===== src/rtl/crt_pkg.sv =====
package crt_pkg;
  // control register, bit 7 first
  typedef struct packed {
    logic tf;       // overflow flag
    logic exf;      // external flag
    logic rx_sel;   // rx clock select
    logic tx_sel;   // tx clock select
    logic ext_en;   // external trigger enable
    logic run;      // run
    logic cnt_sel;  // 1: count pin edges, 0: ticks
    logic cap_sel;  // 1: capture, 0: reload
  } ctrl_t;
endpackage


===== src/rtl/crt_fall_sync.sv =====
module crt_fall_sync #(
  parameter int STAGES = 2
) (
  input  logic clk,
  input  logic rst_n,
  input  logic pin_i,
  output logic fall_o
);
  logic [STAGES-1:0] sync_q;
  logic              prev_q;

  always_ff @(posedge clk or negedge rst_n) begin
    if (!rst_n) begin
      sync_q <= '0;
      prev_q <= 1'b0;
    end else begin
      sync_q <= {sync_q[STAGES-2:0], pin_i};
      prev_q <= sync_q[STAGES-1];
    end
  end

  assign fall_o = prev_q & ~sync_q[STAGES-1];
endmodule


===== src/rtl/crt_ctrl_reg.sv =====
module crt_ctrl_reg
  import crt_pkg::*;
(
  input  logic       clk,
  input  logic       rst_n,
  input  logic       wr_i,
  input  logic [7:0] wdata_i,
  input  logic       set_tf_i,
  input  logic       set_exf_i,
  output ctrl_t      ctrl_o
);
  ctrl_t ctrl_q, ctrl_d;

  always_comb begin
    ctrl_d = ctrl_q;
    if (wr_i) ctrl_d = ctrl_t'(wdata_i);
    if (set_tf_i) ctrl_d.tf = 1'b1;    // hardware set beats software clear
    if (set_exf_i) ctrl_d.exf = 1'b1;
  end

  always_ff @(posedge clk or negedge rst_n) begin
    if (!rst_n) ctrl_q <= '0;
    else        ctrl_q <= ctrl_d;
  end

  assign ctrl_o = ctrl_q;
endmodule


===== src/rtl/crt_core.sv =====
module crt_core #(
  parameter int CNT_W  = 16,
  parameter int DATA_W = 8,
  localparam int LANES = CNT_W / DATA_W
) (
  input  logic              clk,
  input  logic              rst_n,
  input  logic              inc_en_i,
  input  logic              auto_rld_i,
  input  logic              trig_ev_i,
  input  logic [LANES-1:0]  cnt_wr_i,
  input  logic [LANES-1:0]  rld_wr_i,
  input  logic [DATA_W-1:0] wdata_i,
  output logic [CNT_W-1:0]  count_o,
  output logic [CNT_W-1:0]  reload_o,
  output logic              ovf_o
);
  logic [CNT_W-1:0] cnt_q, cnt_d, rld_q, rld_d;

  assign ovf_o = inc_en_i & (&cnt_q);

  always_comb begin
    cnt_d = cnt_q;
    if (|cnt_wr_i) begin
      for (int l = 0; l < LANES; l++)
        if (cnt_wr_i[l]) cnt_d[l*DATA_W +: DATA_W] = wdata_i;
    end else if (ovf_o) begin
      cnt_d = auto_rld_i ? rld_q : '0;
    end else if (trig_ev_i && auto_rld_i) begin
      cnt_d = rld_q;
    end else if (inc_en_i) begin
      cnt_d = cnt_q + 1'b1;
    end
  end

  always_comb begin
    rld_d = rld_q;
    if (|rld_wr_i) begin
      for (int l = 0; l < LANES; l++)
        if (rld_wr_i[l]) rld_d[l*DATA_W +: DATA_W] = wdata_i;
    end else if (trig_ev_i && !auto_rld_i) begin
      rld_d = cnt_q;
    end
  end

  always_ff @(posedge clk or negedge rst_n) begin
    if (!rst_n) begin
      cnt_q <= '0;
      rld_q <= '0;
    end else begin
      cnt_q <= cnt_d;
      rld_q <= rld_d;
    end
  end

  assign count_o  = cnt_q;
  assign reload_o = rld_q;
endmodule


===== src/rtl/crt_timer.sv =====
module crt_timer
  import crt_pkg::*;
#(
  parameter int CNT_W    = 16,
  parameter int DATA_W   = 8,
  parameter int SYNC_LEN = 2,
  localparam int LANES   = CNT_W / DATA_W,
  localparam int ADDR_W  = $clog2(2 * LANES + 1)
) (
  input  logic              clk,
  input  logic              rst_n,
  input  logic              tick_i,
  input  logic              cnt_pin_i,
  input  logic              trig_pin_i,
  input  logic [ADDR_W-1:0] addr_i,
  input  logic              we_i,
  input  logic [DATA_W-1:0] wdata_i,
  output logic [DATA_W-1:0] rdata_o,
  output logic              irq_o,
  output logic              ovf_pulse_o,
  output logic              rx_baud_o,
  output logic              tx_baud_o
);
  localparam int CNT_BASE = 1;
  localparam int RLD_BASE = 1 + LANES;

  ctrl_t            ctrl;
  logic [1:0]       pin_vec, fall_vec;
  logic             cnt_fall, trig_fall;
  logic             baud, auto_rld, inc_en, trig_ev, ovf, ovf_q;
  logic             ctrl_wr;
  logic [LANES-1:0] cnt_wr, rld_wr;
  logic [CNT_W-1:0] count, reload;

  assign pin_vec = {trig_pin_i, cnt_pin_i};

  for (genvar g = 0; g < 2; g++) begin : g_sync
    crt_fall_sync #(.STAGES(SYNC_LEN)) u_sync (
      .clk(clk), .rst_n(rst_n), .pin_i(pin_vec[g]), .fall_o(fall_vec[g])
    );
  end
  assign cnt_fall  = fall_vec[0];
  assign trig_fall = fall_vec[1];

  // write decode
  assign ctrl_wr = we_i && (addr_i == ADDR_W'(0));
  for (genvar l = 0; l < LANES; l++) begin : g_lane
    assign cnt_wr[l] = we_i && (addr_i == ADDR_W'(CNT_BASE + l));
    assign rld_wr[l] = we_i && (addr_i == ADDR_W'(RLD_BASE + l));
  end

  // event qualification
  assign baud     = ctrl.rx_sel | ctrl.tx_sel;
  assign auto_rld = baud | ~ctrl.cap_sel;
  assign inc_en   = ctrl.run & (ctrl.cnt_sel ? cnt_fall : tick_i);
  assign trig_ev  = trig_fall & ctrl.ext_en & ~baud;

  crt_ctrl_reg u_ctrl (
    .clk(clk), .rst_n(rst_n),
    .wr_i(ctrl_wr), .wdata_i(wdata_i[7:0]),
    .set_tf_i(ovf & ~baud), .set_exf_i(trig_ev),
    .ctrl_o(ctrl)
  );

  crt_core #(.CNT_W(CNT_W), .DATA_W(DATA_W)) u_core (
    .clk(clk), .rst_n(rst_n),
    .inc_en_i(inc_en), .auto_rld_i(auto_rld), .trig_ev_i(trig_ev),
    .cnt_wr_i(cnt_wr), .rld_wr_i(rld_wr), .wdata_i(wdata_i),
    .count_o(count), .reload_o(reload), .ovf_o(ovf)
  );

  always_ff @(posedge clk or negedge rst_n) begin
    if (!rst_n) ovf_q <= 1'b0;
    else        ovf_q <= ovf;
  end

  assign ovf_pulse_o = ovf_q;
  assign rx_baud_o   = ovf_q & ctrl.rx_sel;
  assign tx_baud_o   = ovf_q & ctrl.tx_sel;
  assign irq_o       = ctrl.tf | ctrl.exf;

  // read mux
  always_comb begin
    rdata_o = '0;
    if (addr_i == ADDR_W'(0)) rdata_o = DATA_W'(ctrl);
    for (int l = 0; l < LANES; l++) begin
      if (addr_i == ADDR_W'(CNT_BASE + l)) rdata_o = count[l*DATA_W +: DATA_W];
      if (addr_i == ADDR_W'(RLD_BASE + l)) rdata_o = reload[l*DATA_W +: DATA_W];
    end
  end
endmodule


===== config.mk =====
export PLATFORM = sky130hd
export DESIGN_NAME = crt_timer
export DESIGN_NICKNAME = d
export VERILOG_FILES = /design/src/rtl/crt_pkg.sv /design/src/rtl/crt_fall_sync.sv /design/src/rtl/crt_ctrl_reg.sv /design/src/rtl/crt_core.sv /design/src/rtl/crt_timer.sv
export SDC_FILE = /design/constraint.sdc
export NUM_CORES = 1
export LEC_CHECK = 0
export BUFFER_PORTS_ARGS = -buffer_cell sky130_fd_sc_hd__buf_4
export CAP_MARGIN = 30
export CELL_PAD_IN_SITES_DETAIL_PLACEMENT = 0
export CELL_PAD_IN_SITES_GLOBAL_PLACEMENT = 1
export CORE_UTILIZATION = 45
export DETAILED_ROUTE_END_ITERATION = 10
export PLACE_DENSITY_LB_ADDON = 0.1
export SLEW_MARGIN = 15
export SYNTH_ARGS = -nofsm -noshare
export SYNTH_HDL_FRONTEND = slang
export SYNTH_HIERARCHICAL = 1
export SYNTH_SLANG_ARGS = --single-unit

===== constraint.sdc =====
create_clock -name clk -period 4.5 [get_ports clk]
set_clock_uncertainty 0.2 [all_clocks]
set_input_delay 0.225 -clock clk [delete_from_list [all_inputs] [get_ports clk]]
set_output_delay 0.225 -clock clk [all_outputs]
set_load 0.05 [all_outputs]

==> results of run 1 <==
-- power by group --
part	leakage (nW)	internal, mW	switching [mW]	total [mW]
clock network	0.0408	0.111	0.156	0.267
registers	0.560	0.567	0.236	0.804
logic	0.811	0.295	0.365	0.661
-- worst max path at each step --
stage          startpoint           endpoint  slack, ps  cells after the start
2_1_floorplan   addr_i[1]  u_core/count_o[7]       2330                      9
3_3_place_gp    addr_i[2]  u_core/count_o[7]       1750                      7
3_5_place_dp    addr_i[2]  u_core/count_o[7]       1640                      7
4_1_cts         addr_i[2]  u_core/count_o[7]       1980                      7
5_1_grt         addr_i[2]  u_core/count_o[7]       1750                      7
6_report        addr_i[2]  u_core/count_o[7]       1950                      7
-- cell families (layout without fill, tap and decap cells) --
logic type,count (synthesis),count (layout),synth area share
and+or+nand+nor,115,115,0.2093
AOI/OAI and AO/OA,92,92,0.2181
DFF,47,47,0.4099
buffers and inverters,23,57,0.04099
muxes,22,22,0.08679
xor gates and xnor gates,10,10,0.03053
adders and majority gates,1,1,0.004360
-- worst max-delay path, delay by kind of cell --
family	cells	cell delay (ps)
and+or+nand+nor	2	910
AOI/OAI and AO/OA	3	860
buffers and inverters	2	540
-- sequential cells by signal (all words and copies together), names as in the netlist --
register / flops
g_sync.u_sync/sync_q: 4
g_sync.u_sync/prev_q: 2
u_core/reload_o: 16
u_core/count_o: 16
ovf_pulse_o: 1
u_ctrl/ctrl_o: 8
-- layout make-up --
cell class | count | share of cell area
Sequential cell | 47 | 0.3565
Inverter | 7 | 0.007964
Timing Repair Buffer | 42 | 0.1016
Clock inverter | 3 | 0.007205
Clock buffer | 5 | 0.02086
Multi-Input combinational cell | 240 | 0.4774
Tap cell | 75 | 0.02844
-- cells in the final DEF (no fill, tap or decap), types with 2 or more instances in the layout --
cell type      instances
o21ai_0               21
clkbuf_8               5
nor2b_4                2
nand2b_1               3
and2_1                 4
nor2b_1               11
and3_1                 3
dfrtp_1               47
a21oi_2                2
nor2_1                36
nor3_1                 5
or2_2                  2
xnor2_1                6
buf_4                 34
inv_1                  6
a21o_1                 2
nand2_1               27
o211ai_1               2
a31oi_1                2
nor4_1                 2
mux2_2                13
nand3_1                8
o31ai_1                2
o22ai_1               10
a221oi_1              10
nand4_1                4
dlygate4sd3_1          8
mux2i_1                8
xor2_1                 4
clkinvlp_4             2
a21oi_1               22
a221o_1                8
a211o_1                3
-- stage by stage --
stage          hold WS [ps]  power, mW
3_5_place_dp          86.74      1.459
4_1_cts              0.5224      1.736
2_1_floorplan        -270.6      1.245
6_report              8.675      1.731
5_1_grt               3.200      1.848
3_3_place_gp          83.64      1.452
-- per-layer routing --
layer | up-vias | GRT usage
li1 | 1201 | -
met1 | 1242 | 0.3363
met2 | 88 | 0.4405
met3 | 21 | 0.03667
met4 | 0 | 0.1123
met5 | - | 0
==> impl_metrics.toml, run 1 <==
[clock_tree]
postCtsResizedCells = 0
h-tree-depth = 2
cts_sinks = 47
cts-buffers-inserted = 5
cts_setup_buffers = 0
cts_hold_buf = 8
cts_tree = "built"
clockRootBuffer = "clkbuf_8"
worstSkewPairLatency_ps = 300
cts_max_path_buffers = 2
clk_pin_slew_ps = 100

[finish]
fin_cells = 419
final.fill_count = 555
drive_above_1_share = 0.2035
seq_area_mm2 = 0.001176
diodes = 0
nNetsFinal = 361
multi_input_area_mm2 = 0.001575
post-route-util = 0.5476
finalInstanceArea_mm2 = 0.003299
syn_to_final_growth_pct = 15.00

[setup_path]
cpMaxStageDelayCell = "nor2_1"
required_ps = 4490
critPathKind = "in2reg"
reg2reg_depth = 6
cp-start-kind = "primary input"
reg2reg_setup_slack_ps = 2050
crit_fanout = 10
slowest_delay_ps = 560
critPathCaptureType = "flop"
reg2reg_to = "u_core/count_o[0]"
path_cells = "buf_4 -> or2b_1 -> nor2_1 -> clkinv_1 -> o21ai_2 -> a21bo_1 -> a221o_1"
r2r-start = "u_core/count_o[0]"
arrival_ps = 2540

[timing]
setup_ws_ps = 1951
hold_viol_final = 0
slew_viol_final = 0
rsz0062_at_grt = "false"
worstMarginPinSlew_ps = 699.2
finalSetupTns_ps = 0
fin_crit_sh = 0.5665
slew_headroom = 0.5303
min_period_ps = 2549
setup_viol = 0
fmax_mhz = 392.2

[drt]
wl_met2_um = 4010
drc_errors = 0
drt_iter0_drc = 210
vias = 2552
routedWlPerCell_um = 19.67
vias_per_cell = 6.091
ant_nets = 0
drt-met1-wl_um = 3580
met3_length_um = 451
dr.pass1.iters = 6
routed.top_layer = "met4"
postRouteWirelength_um = 8243

[die]
start_util = 0.4761
die_w_um = 81.85
rows = 28
core_area_mm2 = 0.006026
dieArea_mm2 = 0.006699
io-pin-count = 29
die_h_um = 81.85

[min_path]
holdCritPathClass = "in2reg"
min_to = "u_ctrl/ctrl_o[0]"
hp-start = "wdata_i[0]"
holdPathStages = 2

[synthesis]
synth_commonest_cells = "dfrtp_1 (47), nor2_1 (36), nand2_1 (27)"
postSynthAreaPerCell_um2 = 9.255
synth.top_cell.area_share = 0.4099
synth_top_area_cell = "dfrtp_1"
syn_nets = 328
syn_inst = 310
netlist_area_mm2 = 0.002869
async_reset_ff_frac = 1.000
synth_edf_count = 0
ys_seq_elements = 47
synth_cell_type_count = 53
yosysWarnings = 6
synth_seq_area_share = 0.4099
synth_area_leaders = "dfrtp_1 (41%), mux2_2 (5.1%), nor2_1 (4.7%), a21oi_1 (3.8%), o21ai_0 (3.7%)"
yosysMostFrequentCell = "dfrtp_1"
dominantRegCellSynth = "dfrtp_1"

[grt]
overflow = 0
grt_first_pass_wirelength_um = 12810
grt_pass1_vias = 2416
grt_max_degree = 48
grt_use_total = 0.2628
antenna_found_initial = 0

[place]
pre_cts_ws_ps = 1644
hpwl_um = 5862
numPortBuffers = 28
dp.cells = 402
routabilityCongestion = 0.8891
placed_area_mm2 = 0.003119

[power_and_ir_drop]
leakagePower_nw = 1.412
irDropWorstVdd_mv = 0.2915
p_per_area_mw_per_mm2 = 524.7

[status]
status = "finished clean"

[run]
cap_violations = 0
(Power assumes the default switching activity.)
==> run 2, diff against run 1 <==
==> constraint.sdc (replaced) <==
create_clock -name clk -period 2.55 [get_ports clk]
set_clock_uncertainty 0.2 [all_clocks]
set_input_delay 0.1275 -clock clk [delete_from_list [all_inputs] [get_ports clk]]
set_output_delay 0.1275 -clock clk [all_outputs]
set_load 0.05 [all_outputs]
==> run 2 against run 1 <==
Effect of this change: flip-flop and latch count did not move; non-clock buffer count rose by 15; die area is the same; critical path type is now reg2reg; largest cell class unchanged.
==> impl_metrics.toml, run 2 (synthesis gave the netlist of run 1 again) <==
[setup_path]
required_ps = 2550
endpoint = "u_core/count_o[1]"
path_cells = "ha_1 -> inv_1 -> nor4_4 -> a21oi_2 -> a221oi_1 -> nor2_1"
cp-start-kind = "flop"
reg2reg_depth = 6
startpoint = "u_core/count_o[0]"
critPathKind = "reg2reg"
arrival_ps = 2370
crit_fanout = 9
r2r-start = "u_core/count_o[0]"
critPathCaptureType = "flop"
reg2reg_to = "u_core/count_o[1]"
reg2reg_setup_slack_ps = 170
slowest_delay_ps = 510
cpMaxStageDelayCell = "dfrtp_1"

[power_and_ir_drop]
p_per_area_mw_per_mm2 = 926.6
p_clk_frac = 0.157
irDropWorstVdd_mv = 0.4204
p_sw_frac = 0.4329
pwr-share-seq = 0.420
finalPower_mw = 3.171
power_frac_comb = 0.423
power.internal_mw = 1.798
leakagePower_nw = 1.492
p_switching_mw = 1.373

[finish]
fin_cells = 434
final_common_cell = "dfrtp_1"
post-route-util = 0.5679
final.fill_count = 579
drive_above_1_share = 0.2284
multi_input_area_mm2 = 0.001575
final_cell_mix = "dfrtp_1 (47), buf_4 (46), nor2_1 (36), nand2_1 (27), a21oi_1 (22)"
nNetsFinal = 376
seq_area_mm2 = 0.001176
diodes = 0
syn_to_final_growth_pct = 19.28

[timing]
rsz0062_at_grt = "false"
slew_viol_final = 0
hold_viol_final = 0
slew_headroom = 0.5441
setup_viol = 0
fin_crit_sh = 0.9324
worstMarginPinSlew_ps = 681.4
finalSetupTns_ps = 0
min_period_ps = 2378
fmax_mhz = 420.6

[place]
hpwl_um = 6137
routabilityCongestion = 0.8784
numPortBuffers = 28
dp.cells = 413

[die]
start_util = 0.4761
rows = 28
io-pin-count = 29
die_h_um = 81.85
dieArea_mm2 = 0.006699
die_w_um = 81.85
core_area_mm2 = 0.006026

[drt]
postRouteWirelength_um = 8519
routedWlPerCell_um = 19.63
vias = 2609
ant_nets = 0
drt_iter0_drc = 248
dr.pass1.iters = 7
drc_errors = 0
vias_per_cell = 6.012

[grt]
grt_use_total = 0.2702
grt_pass1_vias = 2521
grt_first_pass_wirelength_um = 13100
overflow = 0
grt_max_degree = 48
antenna_found_initial = 0

[clock_tree]
h-tree-depth = 2
cts-buffers-inserted = 5
cts_sinks = 47
cts_tree = "built"
cts_max_path_buffers = 2
worstSkewPairLatency_ps = 310
postCtsResizedCells = 0
clk_pin_slew_ps = 100
clockRootBuffer = "clkbuf_8"

[min_path]
holdCritPathClass = "in2async"

[run]
cap_violations = 0

[status]
status = "finished clean"
run 2: stage by stage:
step	cell area, um^2	hold slack (ps)	worst slack, ps
5_1_grt	3422	187.4	25.29
3_3_place_gp	3194	-1.404	150.9
4_1_cts	3407	171.8	132.3
2_1_floorplan	2869	-368.1	436.2
3_5_place_dp	3202	-13.12	148.8
6_report	3422	168.9	172.4
run 2: critical path, delay by kind of cell (launching register included):
| kind | cells | cell delay (ps) |
|---|---|---|
| fa+ha+maj | 1 | 280 |
| compound gates | 2 | 630 |
| buf+inv | 1 | 100 |
| simple gates | 2 | 540 |
| flops | 1 | 510 |
run 2: cell type report:
class	instances	share of cell area
Multi-Input combinational cell	240	0.4603
Sequential cell	47	0.3437
Timing Repair Buffer	57	0.1331
Tap cell	75	0.02742
Clock buffer	5	0.02011
Clock inverter	3	0.007678
Inverter	7	0.007678
run 2: power groups by stage:
| stage | registers (mW) | logic (mW) | clock network, mW |
|---|---|---|---|
| floorplan | 1.24 | 0.957 | 0 |
| global placement | 1.34 | 1.30 | 0 |
| detailed placement | 1.34 | 1.31 | 0 |
| CTS | 1.33 | 1.33 | 0.508 |
| global route | 1.37 | 1.46 | 0.539 |
| finish | 1.33 | 1.34 | 0.498 |
run 2: how the worst min path moves through the flow:
stage / endpoint / slack (ps) / cells past startpoint
floorplan: g_sync[0].u_sync/prev_q / -370 / 0
global placement: u_core/reload_o[5] / -1 / 1
finish: u_core/reload_o[6] / 170 / 2
global route: g_sync[0].u_sync/sync_q[1] / 190 / 0
detailed placement: u_core/reload_o[15] / -10 / 1
CTS: g_sync[0].u_sync/sync_q[1] / 170 / 0
run 2: timing repair:
action	CTS	global route
hold endpoints to repair	68	0
setup buffers	0	1
hold buffers	11	0
setup endpoints to repair	0	6
run 2: layer usage:
metal	GRT usage	vias to the layer above	routed length (um)
met2	0.4496	96	4061
met3	0.04444	25	496
met5	0	-	0
met4	0.1298	0	255
met1	0.3392	1251	3704
li1	-	1237	-
